## src/rtl/dma_map_pkg.sv

```systemverilog
// Shared types for the DMA address map block.
// Assumes: the physical address width is 32 bits or less.
package dma_map_pkg;
    typedef enum logic [1:0] {
        ACC_NONE = 2'd0,
        ACC_WORD = 2'd1,
        ACC_BYTE = 2'd2
    } acc_e;
endpackage

```

## src/rtl/dma_map_regfile.sv

```systemverilog
// Map entry storage with the processor-side register port.
// Each entry is PHYS_AW bits, seen as an even register (low 16 bits)
// and an odd register (upper bits). Bit 0 of an entry is always zero.
// Assumes: 16 < PHYS_AW <= 32, and single-cycle write strobes.
module dma_map_regfile
    import dma_map_pkg::*;
#(
    parameter int PAGES   = 32,
    parameter int PHYS_AW = 22
) (
    input  logic               clk,
    input  logic               rst_n,
    input  acc_e               acc,
    input  logic [$clog2(PAGES)+1:0] addr,
    input  logic [15:0]        wdata,
    output logic [15:0]        rdata,
    output logic [PHYS_AW-1:0] entry_o [PAGES]
);
    localparam int IDX_W = $clog2(PAGES);
    localparam int HI_W  = PHYS_AW - 16;

    logic [PHYS_AW-1:0] map_q [PAGES];
    logic [IDX_W-1:0]   idx;
    logic               half;
    logic [1:0]         lane;
    logic [31:0]        merged;
    logic [PHYS_AW-1:0] nxt;
    logic [PHYS_AW-1:0] sel;
    logic               unused_hi;

    assign idx  = addr[IDX_W+1:2];
    assign half = addr[1];
    assign lane = addr[1:0];

    // Merge the write data into the addressed entry and clear bit 0.
    always_comb begin
        merged = 32'(map_q[idx]);
        if (acc == ACC_BYTE)
            merged[lane*8 +: 8] = wdata[7:0];
        else
            merged[half*16 +: 16] = wdata;
        nxt = merged[PHYS_AW-1:0] & ~PHYS_AW'(1);
    end

    assign unused_hi = ^merged[31:PHYS_AW];

    // One storage register per entry, written when the port selects it.
    for (genvar g = 0; g < PAGES; g++) begin : g_entry
        always_ff @(posedge clk) begin
            if (!rst_n)
                map_q[g] <= '0;
            else if (acc != ACC_NONE && idx == IDX_W'(g))
                map_q[g] <= nxt;
        end
        assign entry_o[g] = map_q[g];
    end

    // Select the even or odd half of the addressed entry for reading.
    always_comb begin
        sel = map_q[idx];
        if (half)
            rdata = {{(16-HI_W){1'b0}}, sel[PHYS_AW-1:16]};
        else
            rdata = {sel[15:1], 1'b0};
    end

    // a word write to the even half leaves the upper bits alone
    a_r3_word_keeps_upper: assert property (@(posedge clk) disable iff (!rst_n)
        (acc == ACC_WORD && !half) |=>
        map_q[$past(idx)][PHYS_AW-1:16] == $past(map_q[idx][PHYS_AW-1:16]));

    // a byte write to lane 3 leaves the entry unchanged
    a_r4_lane3_no_effect: assert property (@(posedge clk) disable iff (!rst_n)
        (acc == ACC_BYTE && lane == 2'd3) |=> map_q[$past(idx)] == $past(map_q[idx]));

    // a written entry never holds bit 0 set
    a_r5_bit0_clear: assert property (@(posedge clk) disable iff (!rst_n)
        (acc != ACC_NONE) |=> map_q[$past(idx)][0] == 1'b0);

    // the odd half reads with its unused upper bits at zero
    a_r2_odd_upper_zero: assert property (@(posedge clk) disable iff (!rst_n)
        half |-> rdata[15:HI_W] == '0);
endmodule

```

## src/rtl/dma_map_xlate.sv

```systemverilog
// Translation path: page lookup, offset add, fixed I/O page for the last
// page, pass-through when mapping is off. The result is registered and
// held until the next request.
// Assumes: BUS_AW - OFF_W bits of page number index exactly PAGES entries.
module dma_map_xlate #(
    parameter int                 PAGES   = 32,
    parameter int                 BUS_AW  = 18,
    parameter int                 PHYS_AW = 22,
    parameter int                 OFF_W   = 13,
    parameter logic [PHYS_AW-1:0] IO_BASE = 22'h3FE000
) (
    input  logic               clk,
    input  logic               rst_n,
    input  logic [PHYS_AW-1:0] entry_i [PAGES],
    input  logic               en,
    input  logic               req,
    input  logic [BUS_AW-1:0]  bus_addr,
    output logic [PHYS_AW-1:0] phys,
    output logic               ack
);
    localparam int PAGE_W = BUS_AW - OFF_W;
    localparam logic [PAGE_W-1:0] LAST_PG = PAGE_W'(PAGES - 1);

    logic [PAGE_W-1:0]  page;
    logic [PHYS_AW-1:0] off_ext;
    logic [PHYS_AW-1:0] base;
    logic [PHYS_AW-1:0] xl_nxt;

    assign page    = bus_addr[BUS_AW-1:OFF_W];
    assign off_ext = PHYS_AW'(bus_addr[OFF_W-1:0]);

    // Choose the page base and form the truncated physical address.
    always_comb begin
        base = (page == LAST_PG) ? IO_BASE : entry_i[page];
        if (en)
            xl_nxt = base + off_ext;
        else
            xl_nxt = PHYS_AW'(bus_addr);
    end

    // Latch the result on a request; acknowledge one cycle later.
    always_ff @(posedge clk) begin
        if (!rst_n) begin
            phys <= '0;
            ack  <= 1'b0;
        end else begin
            ack <= req;
            if (req)
                phys <= xl_nxt;
        end
    end

    // the last page lands on the fixed I/O base
    a_r8_last_page: assert property (@(posedge clk) disable iff (!rst_n)
        (req && en && page == LAST_PG) |=> phys == IO_BASE + $past(off_ext));

    // pass-through keeps the bus address with zero upper bits
    a_r9_passthru: assert property (@(posedge clk) disable iff (!rst_n)
        (req && !en) |=> phys == PHYS_AW'($past(bus_addr)));

    // no request, no change
    a_r10_hold: assert property (@(posedge clk) disable iff (!rst_n)
        !req |=> ($stable(phys) && !ack));

    // the offset bits of a mapped result follow from entry plus offset
    a_r7_low_bits: assert property (@(posedge clk) disable iff (!rst_n)
        (req && en && page != LAST_PG) |=>
        phys[OFF_W-1:0] == $past(entry_i[page][OFF_W-1:0] + bus_addr[OFF_W-1:0]));
endmodule

```

## src/rtl/dma_map_top.sv

```systemverilog
// DMA address map: register file of page entries plus translation path.
// Assumes: one register access per cycle; reg_wr is a one-cycle strobe.
module dma_map_top
    import dma_map_pkg::*;
#(
    parameter int                 BUS_AW  = 18,
    parameter int                 PHYS_AW = 22,
    parameter int                 OFF_W   = 13,
    parameter logic [PHYS_AW-1:0] IO_BASE = 22'h3FE000,
    localparam int                PAGES   = 2 ** (BUS_AW - OFF_W),
    localparam int                RA_W    = BUS_AW - OFF_W + 2
) (
    input  logic               clk,
    input  logic               rst_n,
    input  logic [RA_W-1:0]    reg_addr,
    input  logic               reg_wr,
    input  logic               reg_byte,
    input  logic [15:0]        reg_wdata,
    output logic [15:0]        reg_rdata,
    input  logic               map_en,
    input  logic               xl_req,
    input  logic [BUS_AW-1:0]  xl_bus_addr,
    output logic [PHYS_AW-1:0] xl_phys,
    output logic               xl_ack
);
    acc_e               acc;
    logic [PHYS_AW-1:0] entries [PAGES];

    // Decode the strobe and size into one access kind.
    always_comb begin
        if (!reg_wr)      acc = ACC_NONE;
        else if (reg_byte) acc = ACC_BYTE;
        else              acc = ACC_WORD;
    end

    dma_map_regfile #(.PAGES(PAGES), .PHYS_AW(PHYS_AW)) u_regs (
        .clk(clk), .rst_n(rst_n), .acc(acc), .addr(reg_addr),
        .wdata(reg_wdata), .rdata(reg_rdata), .entry_o(entries)
    );

    dma_map_xlate #(.PAGES(PAGES), .BUS_AW(BUS_AW), .PHYS_AW(PHYS_AW),
                    .OFF_W(OFF_W), .IO_BASE(IO_BASE)) u_xl (
        .clk(clk), .rst_n(rst_n), .entry_i(entries), .en(map_en),
        .req(xl_req), .bus_addr(xl_bus_addr), .phys(xl_phys), .ack(xl_ack)
    );
endmodule

```

## config.mk

```make
export PLATFORM = sky130hd
export DESIGN_NAME = dma_map_top
export DESIGN_NICKNAME = d
export VERILOG_FILES = /design/src/rtl/dma_map_pkg.sv /design/src/rtl/dma_map_regfile.sv /design/src/rtl/dma_map_xlate.sv /design/src/rtl/dma_map_top.sv
export SDC_FILE = /design/constraint.sdc
export NUM_CORES = 1
export LEC_CHECK = 0
export BUFFER_PORTS_ARGS = -buffer_cell sky130_fd_sc_hd__buf_2
export CORE_ASPECT_RATIO = 2
export CORE_UTILIZATION = 41
export DETAILED_ROUTE_END_ITERATION = 10
export REMOVE_ABC_BUFFERS = 1
export SETUP_SLACK_MARGIN = 0.02
export SLEW_MARGIN = 25
export SYNTH_ARGS = -nofsm -noshare
export SYNTH_HDL_FRONTEND = slang
export SYNTH_SLANG_ARGS = --single-unit
```

## constraint.sdc

```tcl
create_clock -name clk -period 5.5 [get_ports clk]
set_input_delay 0.55 -clock clk [delete_from_list [all_inputs] [get_ports clk]]
set_output_delay 0.55 -clock clk [all_outputs]
set_load 0.01 [all_outputs]
```

==> impl_metrics.ini <==
[logic_synthesis]
synth_ff_type = edfxtp_1
async_reset_ff_share_pct = 0
ys_seq_area_share_pct = 56.88
netlist_area_mm2 = 0.03629
synthTopCellsByArea = edfxtp_1 56%, mux4_2 22%, nor2_1 7.4%
synth_common_cells = 719 x nor2_1, 672 x edfxtp_1, 352 x mux4_2, 144 x clkbuf_1, 98 x mux2i_1
yosysTopAreaCell = edfxtp_1
yosysMostFrequentCell = nor2_1
ys_seq_elements = 695
ys_types = 57
synth-edff-count = 672
yosysWarnings = 0
post_synth.cell_area_avg_um2 = 14.13
netlist_instances = 2568
synth_top_area_share_pct = 55.61

[clocking]
insertion_delay_ns = 0.65
clock_tree.root_cell = clkbuf_16
cts.sinks = 695
holdBufCountCts = 0
cts_setup_buffers = 0
htreeDepth = 2
cts_buffers = 58
clk_path_buf_depth = 3
path_clk_slew_ns = 0.07
cts_tree = yes
post_cts_resized = 0

[critical_path]
end_kind = register
cp_slowest_stage_delay_ns = 0.59
crit_required_ns = 6.08
crit_type = register to register
cp_top_family = compound AO/OA/AOI/OAI gates
cp-start-kind = register
slowest_stage = a2111oi_0
path_cells = mux4_2, mux2i_1, nor2_1, a2111oi_0, buf_4, nor2_1, fa_1, a211o_1, a2111oi_0, o21ai_0, a41oi_1, buf_4, nor3_1, xnor2_1, nand3_1, a21boi_0
crit_buf_inv = 2
worstPathArrival_ns = 5.09
cp_max_fo = 5

[pwr]
vdd_drop_max_uv = 267.2
p_total_mw = 12.29
power_leakage_nw = 14.35
powerDensity_mw_per_mm2 = 301.9

[grt]
gr-usage-all-layers_pct = 29.65
grt_antenna_before_repair = 4
grt_overflow = 0
grt_pass1_vias = 25740
grt_pass1_wl_um = 184800
grt_max_degree = 97

[floorplanning]
rows = 154
fp.dieW_um = 212.4
die-area_mm2 = 0.08977
die_h_um = 422.7
ioPinCount = 86
start_util_pct = 41.30
core_mm2 = 0.08786

[timing]
slew_headroom_pct = 23.32
skew_ns = 0.01733
fmax_mhz = 221.9
drv_slew = 0
grt_setup_unrepaired = no
period_minus_slack_ns = 4.507
final_hold_viol_count = 0
finalCritPeriodShare_pct = 81.95
worst_slew_pin_slew_ns = 1.150
fin_setup_tns_ns = 0
setup_violations = 0

[drt]
dr.pass1.iters = 8
drc = 0
ant_nets = 0
wl_per_cell_um = 34.36
num_vias = 24890
finalWirelength_um = 131300
vias_per_cell = 6.512
drt_iter0_drc = 3535

[job]
drv_cap = 0

[worst_hold_path]
min_path_type = primary input to register

[layout]
final_nets = 2665
multi_input_comb_area_mm2 = 0.01482
area_delta_synth_final_pct = 12.16
seqCellArea_mm2 = 0.02064
drive_gt1_share_pct = 28.79
num-fill-cells = 7627

[placement]
gp_congestion = 0.9157
dp_hpwl_um = 87670
port_buffers = 85

[run_status]
status = finished clean
-- per-layer routing --
layer	track usage [%]	share of wire, %
met3	5.411	9.6
met2	49.12	49
met4	25.43	10
met1	32.54	31
met5	0	0.0091
-- power breakdown --
group	total, mW	internal, mW	switching [mW]
sequential	6.11	6.00	0.107
combinational	1.88	0.714	1.17
clock	4.29	2.29	2.00
-- state kept, by name (all words and copies together) (netlist names) --
name	flops
u_regs.map_q	672
u_xl.ack	1
u_xl.phys	22
-- final timing paths --
| path | from | endpoint | slack, ns | cells past startpoint |
|---|---|---|---|---|
| min | xl_bus_addr[0] | u_xl.phys[0] | 0.19 | 3 |
| min reg2reg | u_xl.phys[21] | u_xl.phys[21] | 0.46 | 2 |
| max reg2reg | u_regs.map_q[11][1] | u_xl.phys[15] | 0.99 | 16 |
| max | u_regs.map_q[11][1] | u_xl.phys[15] | 0.99 | 16 |
-- through the flow --
stage | util, % | hold slack [ns] | instance area, um^2 | worst slack [ns] | instances
CTS | 46.27 | 0.1737 | 40660 | 1.033 | 3818
global route | 46.32 | 0.2077 | 40700 | 0.6129 | 3821
global placement | 44.00 | 0.4455 | 38660 | 0.5652 | 3705
finish | 46.32 | 0.1852 | 40700 | 0.9927 | 3822
floorplan | - | 0.4827 | 35160 | 1.346 | 2304
detailed placement | 44.11 | 0.4507 | 38760 | 0.4773 | 3709
-- cell families after synthesis --
logic type | after synthesis | synth area share (%)
XOR/XNOR | 16 | 0.3862
multiplexers | 476 | 25.36
AND/OR/NAND/NOR | 877 | 9.672
flip-flops | 695 | 56.88
adder cells (fa/ha/maj) | 17 | 0.6069
AO/OA/AOI/OAI | 217 | 3.920
buffers and inverters | 270 | 3.179
-- tightest hold or removal path: cells and delay by family --
family	cells	cell delay [ns]
buf+inv	1	0.08
mux	1	0.06
simple gates	1	0.11
-- final cells by class --
| type | count | share of cell area, % |
|---|---|---|
| Timing Repair Buffer | 237 | 4.562 |
| Clock inverter | 42 | 0.9530 |
| Antenna cell | 2 | 0.01230 |
| Clock buffer | 67 | 3.701 |
| Inverter | 6 | 0.05534 |
| Sequential cell | 695 | 50.71 |
| Tap cell | 1170 | 3.597 |
| Multi-Input combinational cell | 1603 | 36.41 |
-- placed cells by master (no fill, tap or decap), types with 5 or more instances in the layout --
cell type	synthesis	layout
nor2_1	719	718
edfxtp_1	672	672
mux4_2	352	352
buf_4	7	136
mux2i_1	98	97
buf_2	91	79
clkbuf_16	0	59
nand2_1	63	50
o21ai_0	79	46
a21oi_1	36	36
mux2_2	26	26
o221ai_1	25	25
dfxtp_1	23	23
o21ai_2	0	21
clkinv_1	1	20
ha_1	16	16
nor2b_1	15	15
and2_1	14	14
nor3_1	14	14
a22oi_2	0	13
nand2_2	0	13
buf_12	0	13
nand3_1	13	12
and3_1	11	11
o21ai_4	0	11
xnor2_1	10	10
nand2b_1	8	8
a31oi_1	8	8
a222oi_1	8	8
clkbuf_1	144	8
clkinv_2	0	8
bufinv_16	0	7
a22oi_1	19	6
xor2_1	6	6
inv_1	5	5
nand4_1	5	5
a2111oi_0	5	5
(Power assumes the default switching activity.)
